$ cat config.mk
export PLATFORM = sky130hd
export DESIGN_NAME = vliw_expander
export DESIGN_NICKNAME = d
export VERILOG_FILES = /design/src/rtl/expander_pkg.sv /design/src/rtl/expander_ctrl.sv /design/src/rtl/expander_datapath.sv /design/src/rtl/vliw_expander.sv
export SDC_FILE = /design/constraint.sdc
export NUM_CORES = 1
export LEC_CHECK = 0
export ABC_CLOCK_PERIOD_IN_PS = 2450
export BUFFER_PORTS_ARGS = -buffer_cell sky130_fd_sc_hd__buf_2
export CAP_MARGIN = 10
export CORE_ASPECT_RATIO = 1.1
export CORE_UTILIZATION = 35
export CTS_BUF_LIST = sky130_fd_sc_hd__clkbuf_8
export DETAILED_ROUTE_END_ITERATION = 10
export PLACE_DENSITY_LB_ADDON = 0.3
export SLEW_MARGIN = 20
export SYNTH_ARGS = -nofsm -noshare
export SYNTH_HDL_FRONTEND = slang
export SYNTH_SLANG_ARGS = --single-unit
export TNS_END_PERCENT = 1
$ cat constraint.sdc
create_clock -name clk -period 2.45 [get_ports clk]
set_input_delay 0.245 -clock clk [delete_from_list [all_inputs] [get_ports clk]]
set_output_delay 0.245 -clock clk [all_outputs]
set_load 0.01 [all_outputs]
$ cat src/rtl/expander_pkg.sv
package expander_pkg;
  typedef enum logic [1:0] {
    FMT_RAW  = 2'd0,
    FMT_MASK = 2'd1,
    FMT_MARK = 2'd2
  } bundleFmt_e;

  typedef struct packed {
    logic load;
    logic drop;
  } ctrlStrobe_t;
endpackage

$ cat src/rtl/expander_ctrl.sv
module expander_ctrl
  import expander_pkg::*;
(
  input  logic        clk,
  input  logic        rst_n,
  input  logic        inValid,
  input  logic        outReady,
  output logic        inReady,
  output logic        outValid,
  output ctrlStrobe_t strobe
);
  logic validQ;

  // Room for a new bundle when empty or when the held word leaves now.
  assign inReady     = !validQ || outReady;
  assign strobe.load = inValid && inReady;
  assign strobe.drop = validQ && outReady && !strobe.load;
  assign outValid    = validQ;

  always_ff @(posedge clk) begin
    if (!rst_n)           validQ <= 1'b0;
    else if (strobe.load) validQ <= 1'b1;
    else if (strobe.drop) validQ <= 1'b0;
  end
endmodule

$ cat src/rtl/expander_datapath.sv
module expander_datapath
  import expander_pkg::*;
#(
  parameter int         NUM_SLOTS = 4,
  parameter int         OP_W      = 32,
  parameter bundleFmt_e FORMAT    = FMT_MASK,
  localparam int RAW_W    = NUM_SLOTS * OP_W,
  localparam int REC_W    = OP_W + 1,
  localparam int BUNDLE_W = NUM_SLOTS * REC_W,
  localparam int CNT_W    = $clog2(BUNDLE_W + 1)
) (
  input  logic                clk,
  input  logic                rst_n,
  input  ctrlStrobe_t         strobe,
  input  logic [BUNDLE_W-1:0] bundleIn,
  output logic [RAW_W-1:0]    slotOps,
  output logic [NUM_SLOTS-1:0] slotValid,
  output logic [CNT_W-1:0]    consumedBits
);
  localparam int IDX_W = (NUM_SLOTS > 1) ? $clog2(NUM_SLOTS) : 1;

  logic [RAW_W-1:0]     nextOps;
  logic [NUM_SLOTS-1:0] nextValid;
  logic [CNT_W-1:0]     nextCons;

  generate
    if (FORMAT == FMT_RAW) begin : g_raw
      logic unusedTail;
      assign unusedTail = ^bundleIn[BUNDLE_W-1:RAW_W];
      always_comb begin
        nextOps   = bundleIn[RAW_W-1:0];
        nextValid = '1;
        nextCons  = CNT_W'(RAW_W);
      end
    end else if (FORMAT == FMT_MASK) begin : g_mask
      always_comb begin
        int packIdx;
        nextOps   = '0;
        nextValid = '0;
        packIdx   = 0;
        for (int s = 0; s < NUM_SLOTS; s++) begin
          if (bundleIn[s]) begin
            nextOps[s*OP_W +: OP_W] = bundleIn[NUM_SLOTS + packIdx*OP_W +: OP_W];
            nextValid[s] = 1'b1;
            packIdx++;
          end
        end
        nextCons = CNT_W'(NUM_SLOTS + packIdx*OP_W);
      end
    end else begin : g_mark
      always_comb begin
        int          recCount;
        logic        chainEnd;
        logic        taken;
        logic [IDX_W-1:0] target;
        nextOps   = '0;
        nextValid = '0;
        recCount  = 0;
        chainEnd  = 1'b0;
        for (int r = 0; r < NUM_SLOTS; r++) begin
          if (!chainEnd) begin
            recCount = r + 1;
            chainEnd = !bundleIn[r*REC_W];
          end
        end
        for (int s = 0; s < NUM_SLOTS; s++) begin
          taken = 1'b0;
          for (int r = 0; r < NUM_SLOTS; r++) begin
            target = bundleIn[r*REC_W + 1 + OP_W - IDX_W +: IDX_W];
            if (r < recCount && !taken && target == IDX_W'(s)) begin
              nextOps[s*OP_W +: OP_W] = bundleIn[r*REC_W + 1 +: OP_W];
              nextValid[s] = 1'b1;
              taken = 1'b1;
            end
          end
        end
        nextCons = CNT_W'(recCount * REC_W);
      end
    end
  endgenerate

  always_ff @(posedge clk) begin
    if (!rst_n) begin
      slotOps      <= '0;
      slotValid    <= '0;
      consumedBits <= '0;
    end else if (strobe.load) begin
      slotOps      <= nextOps;
      slotValid    <= nextValid;
      consumedBits <= nextCons;
    end
  end
endmodule

$ cat src/rtl/vliw_expander.sv
module vliw_expander
  import expander_pkg::*;
#(
  parameter int         NUM_SLOTS = 4,
  parameter int         OP_W      = 32,
  parameter bundleFmt_e FORMAT    = FMT_MASK,
  localparam int RAW_W    = NUM_SLOTS * OP_W,
  localparam int BUNDLE_W = NUM_SLOTS * (OP_W + 1),
  localparam int CNT_W    = $clog2(BUNDLE_W + 1)
) (
  input  logic                 clk,
  input  logic                 rst_n,
  input  logic                 inValid,
  output logic                 inReady,
  input  logic [BUNDLE_W-1:0]  bundleIn,
  output logic                 outValid,
  input  logic                 outReady,
  output logic [RAW_W-1:0]     slotOps,
  output logic [NUM_SLOTS-1:0] slotValid,
  output logic [CNT_W-1:0]     consumedBits
);
  ctrlStrobe_t strobe;

  expander_ctrl ctrl_i (
    .clk(clk), .rst_n(rst_n), .inValid(inValid), .outReady(outReady),
    .inReady(inReady), .outValid(outValid), .strobe(strobe)
  );

  expander_datapath #(.NUM_SLOTS(NUM_SLOTS), .OP_W(OP_W), .FORMAT(FORMAT)) dp_i (
    .clk(clk), .rst_n(rst_n), .strobe(strobe), .bundleIn(bundleIn),
    .slotOps(slotOps), .slotValid(slotValid), .consumedBits(consumedBits)
  );
endmodule

### Word level (Yosys, flattened, before mapping)

Cells that the tools add are included.

| storage, ports and cells | value |
|---|---|
| bits in registers | 141 |
| bits in latches | 0 |
| bits in writable memories | 0 |
| memory bits (read-only) | 0 |
| input port bits | 136 |
| output and inout bits | 142 |
| memories | 0 |

| operators by class | value |
|---|---|
| add/subtract/negate cells | 7 |
| multiply operators | 0 |
| divide/modulo/power cells | 0 |
| magnitude comparators | 0 |
| equal/unequal tests | 0 |
| shifts and indexed selects | 3 |
| muxes and demuxes | 14 |
| bitwise operators | 0 |
| reduce and logical (&&, ||, !) cells | 7 |

Operators with widths:

| cell | number |
|---|---|
| 132-bit by 32-bit variable part select with 32-bit output | 3 |
| 32-bit 2-to-1 mux | 4 |
| 4-bit by 32-bit adder with 32-bit output, first input constant | 1 |
| 3-bit by 8-bit adder with 9-bit output, first input constant | 1 |
| 4-bit by 8-bit adder with 8-bit output, first input constant | 1 |
| 3-bit by 6-bit adder with 7-bit output, first input constant | 1 |
| 1-bit 2-to-1 mux | 7 |
| 3-bit 2-to-1 mux | 2 |
| 2-bit by 1-bit adder with 3-bit output, second input constant | 1 |
| 3-bit by 2-bit adder with 3-bit output, second input constant | 1 |
| 1-bit logical AND | 3 |
| 1-bit by 1-bit adder with 2-bit output, second input constant | 1 |
| 1-bit logical NOT | 2 |
| 2-bit 2-to-1 mux | 1 |
| 2-bit nonzero test | 1 |
| 1-bit logical OR | 1 |

### Logic depth before layout (Yosys ltp)

Gate-level depths: netlist of the first run.

| depth | value |
|---|---|
| depth after elaboration | 8 |
| depth in mapped cells | 13 |
| depth with buffers taken out | 6 |

### By module

A second synthesis of the first run with hierarchy kept.

| unflattened totals | value |
|---|---|
| cell total of the unflattened synthesis | 842 |
| area total of the unflattened synthesis | 7798.7 um^2 |

Modules (own cells, without submodules):

| module | instances | cells each | area each (um^2) | seq. area each (um^2) |
|---|---|---|---|---|
| expander_datapath | 1 | 836 | 7733.7 | 2722.6 |
| expander_ctrl | 1 | 6 | 65.1 | 20.0 |

### Worst setup path after synthesis of the first run

OpenSTA, ideal clock, no wires.

| timing | value |
|---|---|
| kind | input to register |
| from | input port bundleIn[0] |
| to | register dp_i.slotOps[64] |
| arrival time | 2151 ps |
| required time | 2332 ps |
| setup slack | 181 ps |
| stages | 10 |
| cell sequence | buf_2 -> buf_2 -> buf_2 -> inv_1 -> ha_1 -> buf_6 -> buf_6 -> mux4_2 -> a22oi_1 -> nor2b_1 |

| on the way | value |
|---|---|
| longest elaborated chain between the ends | 6 |

RTL lines:

| element | RTL line | text |
|---|---|---|
| start: declaration | vliw_expander.sv:15 | `input logic [BUNDLE_W-1:0] bundleIn,` |
| 1-bit 2-to-1 mux | expander_datapath.sv:42 | `if (bundleIn[s]) begin` |
| 1-bit by 1-bit adder with 2-bit output | expander_datapath.sv:45 | `packIdx++;` |
| 2-bit 2-to-1 mux | expander_datapath.sv:42 |  |
| 4-bit by 32-bit adder with 32-bit output | expander_datapath.sv:43 | `nextOps[s*OP_W +: OP_W] = bundleIn[NUM_SLOTS + packIdx*OP_W +: OP_W];` |
| 132-bit by 32-bit variable part select with 32-bit output * | expander_datapath.sv:43 |  |
| 32-bit 2-to-1 mux * | expander_datapath.sv:42 |  |
| end signal: assignment | expander_datapath.sv:88 | `slotOps <= nextOps;` |
| end: declaration | expander_datapath.sv:16 | `output logic [RAW_W-1:0] slotOps,` |

Mark *: on every way between the ends. The rest lies on a longest branch, timed or not.
A chain may end at the register's enable or synchronous reset.

### Worst setup path after layout of the first run

| timing | value |
|---|---|
| from | register ctrl_i.validQ (netlist: ctrl_i.outValid) |
| to | register dp_i.slotOps[109] |

| on the way | value |
|---|---|
| longest elaborated chain between the ends | 3 |

RTL lines:

| element | RTL line | text |
|---|---|---|
| start: declaration | expander_ctrl.sv:12 | `logic validQ;` |
| start signal: assignment | expander_ctrl.sv:21 | `if (!rst_n) validQ <= 1'b0;` |
| start signal: assignment | expander_ctrl.sv:22 | `else if (strobe.load) validQ <= 1'b1;` |
| start signal: assignment | expander_ctrl.sv:23 | `else if (strobe.drop) validQ <= 1'b0;` |
| 1-bit logical NOT | expander_ctrl.sv:15 | `assign inReady = !validQ \|\| outReady;` |
| 1-bit logical OR | expander_ctrl.sv:15 |  |
| 1-bit logical AND | expander_ctrl.sv:16 | `assign strobe.load = inValid && inReady;` |

No other way between the ends.

==> results of run 1 <==
## stage by stage
step / instances / setup WS (ns) / hold slack [ns]
after floorplan: 864 / 0.181 / 0.384
after global placement: 1371 / 0.403 / 0.441
after detailed placement: 1371 / 0.369 / 0.442
after CTS: 1402 / 0.741 / 0.0572
after global routing: 1404 / 0.688 / 0.0749
final: 1404 / 0.782 / 0.0957
## logic make-up (layout without fill, tap and decap cells)
kind of cell	count (synthesis)	after routing	synth area share (%)
and+or+nand+nor	220	220	12.4
AOI/OAI and AO/OA	205	205	17.8
muxes	192	192	28.3
DFF	137	137	32.9
buffers and inverters	100	338	7.72
adders and majority gates	4	4	0.601
xor gates and xnor gates	2	2	0.210
other	1	6	0.0450
## metal layers
| layer | GRT usage (%) | routed length [um] |
|---|---|---|
| met5 | 0 | 0 |
| met2 | 36.8 | 13000 |
| met4 | 9.51 | 601 |
| met1 | 28.0 | 11800 |
| met3 | 4.39 | 1660 |
## flip-flops by register name (all words and copies together) (netlist names)
register and count:
ctrl_i.outValid 1, dp_i.consumedBits 4, dp_i.slotValid 4, dp_i.slotOps 128
## layout by cell type, fill, tap and decap left out, types with 2 or more instances in the layout
cell type,instances
o21ai_0,3
xnor2_1,2
mux4_2,32
clkinv_2,4
a21oi_1,2
mux2i_1,128
o2bb2ai_1,32
o22ai_1,64
nor2b_1,33
ha_1,2
buf_2,272
nand4_1,2
mux2_2,32
a22oi_1,32
buf_4,22
a21boi_0,69
clkbuf_8,18
diode_2,2
conb_1,4
nand2_1,74
and2_2,2
nor2_1,34
bufinv_16,3
nand3_1,66
nand2b_2,2
inv_1,4
clkinv_4,3
clkinvlp_4,2
dfxtp_1,137
buf_12,10
## worst min-delay path: cells and delay by family
kind,cells,cell delay [ns]
AOI/OAI and AO/OA,1,0.07
buffers and inverters,2,0.18
## cell type report
class / instances / area share, %
diodes: 2 / 0.0488
repair buffers: 304 / 16.8
clock inverters: 13 / 1.51
clock buffers: 18 / 2.42
well taps: 300 / 3.66
flip-flops and latches: 137 / 26.7
multi-input cells: 627 / 48.7
inverters: 3 / 0.110
## final timing paths
path	cells past startpoint	end	from
hold / removal	3	ctrl_i.outValid	inValid
setup / recovery	5	dp_i.slotOps[109]	ctrl_i.outValid
setup reg to reg	5	dp_i.slotOps[109]	ctrl_i.outValid
hold reg to reg	2	dp_i.slotOps[8]	dp_i.slotOps[8]
## power by group
group	internal, mW	switching, mW	total (mW)
logic	0.699	0.787	1.49
registers	2.33	0.0521	2.38
clock network	1.02	0.954	1.98
total	4.05	1.79	5.84
==> flow_metrics.env, run 1 <==
export IMPL_rsz0062_at_grt="false"
export IMPL_finalHoldViolCount=0
export IMPL_powerDensity_nw_per_um2=570
export IMPL_place_area_sq_um=9850
export IMPL_place_congestion=0.773
export IMPL_clkTransAtPathRegs_ns=0.07
export IMPL_path_buf_inv=1
export IMPL_synthDistinctLibCells=35
export IMPL_start_util_pct=36.0
export IMPL_crit_required_ns=2.82
export IMPL_grt_pass1_vias=7306
export IMPL_synth_area_top_cells="dfxtp_1 (33%), mux2i_1 (15%), mux4_2 (8.6%)"
export IMPL_fp_dieH_um=164
export IMPL_final_layout_size_suffix_gt1_share_pct=37.1
export IMPL_seq_area_sq_um=2740
export IMPL_postCtsHoldBufs=0
export IMPL_wl_per_cell_um=19.3
export IMPL_cp_cell_sequence="nand2b_4 > nand2_4 > and2_2 > buf_12 > o2bb2ai_1"
export IMPL_cts_sinks=137
export IMPL_cts_resized=0
export IMPL_netlist_area_leader_share_pct=32.9
export IMPL_drc=0
export IMPL_netlist_instances=861
export IMPL_core_area_sq_um=23100
export IMPL_avgSynthCellArea_sq_um=9.68
export IMPL_die_area_sq_um=24400
export IMPL_drtAntennaViolNets=0
export IMPL_slew_headroom_pct=40.2
export IMPL_row_count=58
export IMPL_synth_main_ff_cell="dfxtp_1"
export IMPL_vias_per_cell=5.44
export IMPL_leakage_nw=4.52
export IMPL_grt_pass1_wl_um=41500
export IMPL_maxCapViolCount=0
export IMPL_finish_utilization_pct=44.3
export IMPL_finalSetupViolCount=0
export IMPL_critPathLaunchType="flop"
export IMPL_cp_top_family="simple AND/OR/NAND/NOR gates"
export IMPL_post_cts_buffers=0
export IMPL_grt_max_degree=81
export IMPL_grt_overflow=0
export IMPL_synth_edf_count=0
export IMPL_reg2reg_slack_ns=0.78
export IMPL_nets=1230
export IMPL_crit_path_max_incr_delay_ns=0.46
export IMPL_ys_seq_area_share_pct=32.9
export IMPL_synthArstFlopShare_pct=0
export IMPL_synth_area_sq_um=8330
export IMPL_synth_largest_area_cell="dfxtp_1"
export IMPL_htree_levels=4
export IMPL_cts_inserted_buffers=17
export IMPL_ir_worst_vdd_mv=0.285
export IMPL_status="finished, final reports clean"
export IMPL_multi_input_area_sq_um=4990
export IMPL_cp_max_fo=24
export IMPL_dpl_hpwl_um=18500
export IMPL_num_vias=7644
export IMPL_dr_pass1_iters=5
export IMPL_crit_slowest_cell="and2_2"
export IMPL_design_area_sq_um=10300
export IMPL_arrival_ns=2.03
export IMPL_critical_path_class="flop to flop"
export IMPL_post_route_period_util_pct=68.1
export IMPL_worst_slew_pin_slew_ns=0.897
export IMPL_cp_end_kind="flop"
export IMPL_drt_iter0_drc=369
export IMPL_tns_ns=0
export IMPL_ys_seq_elements=137
export IMPL_antenna_found_initial=2
export IMPL_io_buffers=273
export IMPL_synth_common_cells="dfxtp_1 (137), mux2i_1 (128), nand2_1 (76)"
export IMPL_areaGrowthSynthToFinish_pct=23.1
export IMPL_cts_buffer_depth=2
export IMPL_grt_usage_pct=22.2
export IMPL_clk_insertion_delay_late_ns=0.45
export IMPL_yosysMostFrequentCell="dfxtp_1"
export IMPL_root_buffer="clkbuf_8"
export IMPL_finClkSkew_ns=0.0127
export IMPL_io_pins=278
export IMPL_fp_dieW_um=149
export IMPL_yosysWarnings=0
export IMPL_hp_class="input pin to flop"
export IMPL_period_needed_ns=1.67
export IMPL_routed_wirelength_um=27100
export IMPL_cts_tree="built"
export IMPL_finalMaxSlewViolations=0
export IMPL_timing_fmax_ghz=0.600
export IMPL_fin_total_pwr_mw=5.84
export IMPL_fillers=2307
Power figures use the tool's default switching activity.
==> run 2, diff against run 1 <==
--- a/config.mk
+++ b/config.mk
@@ -5,7 +5,7 @@
 export SDC_FILE = /design/constraint.sdc
 export NUM_CORES = 1
 export LEC_CHECK = 0
-export ABC_CLOCK_PERIOD_IN_PS = 2450
+export ABC_CLOCK_PERIOD_IN_PS = 1600
 export BUFFER_PORTS_ARGS = -buffer_cell sky130_fd_sc_hd__buf_2
 export CAP_MARGIN = 10
 export CORE_ASPECT_RATIO = 1.1
==> constraint.sdc (replaced) <==
create_clock -name clk -period 1.6 [get_ports clk]
set_input_delay 0.16 -clock clk [delete_from_list [all_inputs] [get_ports clk]]
set_output_delay 0.16 -clock clk [all_outputs]
set_load 0.01 [all_outputs]
==> flow_metrics.env, run 2 (synthesized netlist as in run 1, its figures left out) <==
export IMPL_status="finished, final reports clean"
export IMPL_cts_inserted_buffers=17
export IMPL_cp_end_kind="flop"
export IMPL_root_buffer="clkbuf_8"
export IMPL_ir_worst_vdd_mv=0.520
export IMPL_path_buf_inv=1
export IMPL_reg2reg_slack_ns=0.19
export IMPL_clk_insertion_delay_late_ns=0.44
export IMPL_critical_path_class="flop to flop"
export IMPL_multi_input_area_sq_um=4990
export IMPL_pre_cts_ws_ns=-0.182
export IMPL_largest_reg_flops=128
export IMPL_final_cell_mix="buf_2 (272), dfxtp_1 (137), mux2i_1 (128)"
export IMPL_drtAntennaViolNets=0
export IMPL_switchingPower_mw=2.79
export IMPL_combPwrFrac_pct=26.9
export IMPL_cts_resized=0
export IMPL_slew_headroom_pct=64.4
export IMPL_antenna_found_initial=4
export IMPL_start_util_pct=36.0
export IMPL_crit_required_ns=1.97
export IMPL_timing_fmax_ghz=0.711
export IMPL_switching_share_pct=31.5
export IMPL_arrival_ns=1.78
export IMPL_nets=1255
export IMPL_rsz0062_at_grt="false"
export IMPL_io_pins=278
export IMPL_cp_top_family="simple AND/OR/NAND/NOR gates"
export IMPL_seq_area_sq_um=2740
export IMPL_io_buffers=273
export IMPL_maxCapViolCount=0
export IMPL_fp_dieH_um=164
export IMPL_drc=0
export IMPL_internal_power_mw=6.06
export IMPL_drt_iter0_drc=299
export IMPL_post_cts_buffers=0
export IMPL_grt_pass1_vias=7659
export IMPL_grt_pass1_wl_um=42500
export IMPL_finalHoldViolCount=0
export IMPL_fin_total_pwr_mw=8.85
export IMPL_fillers=2288
export IMPL_fp_dieW_um=149
export IMPL_fin_ws_ns=0.193
export IMPL_reg_top3="dp_i.slotOps: 128 flops, dp_i.consumedBits: 4 flops, dp_i.slotValid: 4 flops"
export IMPL_crit_path_max_incr_delay_ns=0.35
export IMPL_final_common_cell="buf_2"
export IMPL_worst_slew_pin_slew_ns=0.534
export IMPL_dr_pass1_iters=5
export IMPL_wl_per_cell_um=19.1
export IMPL_finalSetupViolCount=0
export IMPL_final_layout_size_suffix_gt1_share_pct=38.1
export IMPL_seq_power_share_pct=41.3
export IMPL_leakage_nw=4.67
export IMPL_areaGrowthSynthToFinish_pct=26.4
export IMPL_die_area_sq_um=24400
export IMPL_cp_cell_sequence="nand2b_4 > and2_2 > buf_12 > nand3_1 > a21boi_0"
export IMPL_dpl_hpwl_um=18500
export IMPL_postCtsHoldBufs=6
export IMPL_htree_levels=4
export IMPL_critPathLaunchType="flop"
export IMPL_grt_max_degree=67
export IMPL_num_vias=7806
export IMPL_grt_overflow=0
export IMPL_finClkSkew_ns=0.0181
export IMPL_routed_wirelength_um=27400
export IMPL_cts_tree="built"
export IMPL_p_clk_share_pct=31.8
export IMPL_grt_usage_pct=22.6
export IMPL_post_route_period_util_pct=87.9
export IMPL_crit_slowest_cell="dfxtp_1"
export IMPL_cp_max_fo=55
export IMPL_powerDensity_nw_per_um2=840
export IMPL_hp_class="input pin to flop"
export IMPL_finalMaxSlewViolations=0
export IMPL_tns_ns=0
export IMPL_clkTransAtPathRegs_ns=0.09
export IMPL_top_register="dp_i.slotOps"
export IMPL_place_congestion=0.830
export IMPL_cts_buffer_depth=2
export IMPL_row_count=58
export IMPL_vias_per_cell=5.45
export IMPL_core_area_sq_um=23100
export IMPL_period_needed_ns=1.41
export IMPL_cts_sinks=137
-- run 2: layout make-up --
cell class | instances | area share (%)
antenna | 3 | 0.0713
clock buffer | 20 | 2.61
clock inverter | 12 | 0.938
inverter | 3 | 0.131
multi-input combinational | 627 | 47.4
sequential | 137 | 26.0
tap | 300 | 3.56
timing repair buffer | 329 | 19.3
-- run 2: stage by stage --
stage	cells	cell area, sq um	utilization, %	hold slack [ns]
after floorplan	864	8430	-	0.299
after global placement	1390	10100	43.6	0.441
after detailed placement	1390	10100	43.6	0.442
after CTS	1428	10500	45.5	0.000847
after global routing	1430	10500	45.5	0.0205
final	1431	10500	45.5	0.0342
-- run 2: path summary, 6_finish.rpt --
kind	to	cells past startpoint	startpoint
setup / recovery	dp_i.slotOps[14]	5	ctrl_i.outValid
hold / removal	dp_i.consumedBits[7]	3	rst_n
setup reg to reg	dp_i.slotOps[14]	5	ctrl_i.outValid
hold reg to reg	dp_i.slotOps[50]	2	dp_i.slotOps[50]
-- run 2: power groups by stage --
stage,clock network (mW),logic [mW],registers [mW]
after global placement,0,2.33,3.73
after global routing,3.04,2.59,3.67
after floorplan,0,1.53,3.80
after detailed placement,0,2.38,3.73
after CTS,2.90,2.39,3.65
final,2.82,2.38,3.65
-- run 2: routing by layer --
metal / routed length (um) / vias up / global-route usage [%]
li1: - / 3698 / -
met1: 12100 / 3787 / 28.6
met2: 13100 / 285 / 38.4
met3: 1740 / 34 / 5.00
met4: 429 / 2 / 6.68
met5: 10 / - / 0
-- run 2: worst min-delay path: stages --
cell     delay, ns
buf_4         0.15
o21ai_0       0.08
a31oi_1       0.04
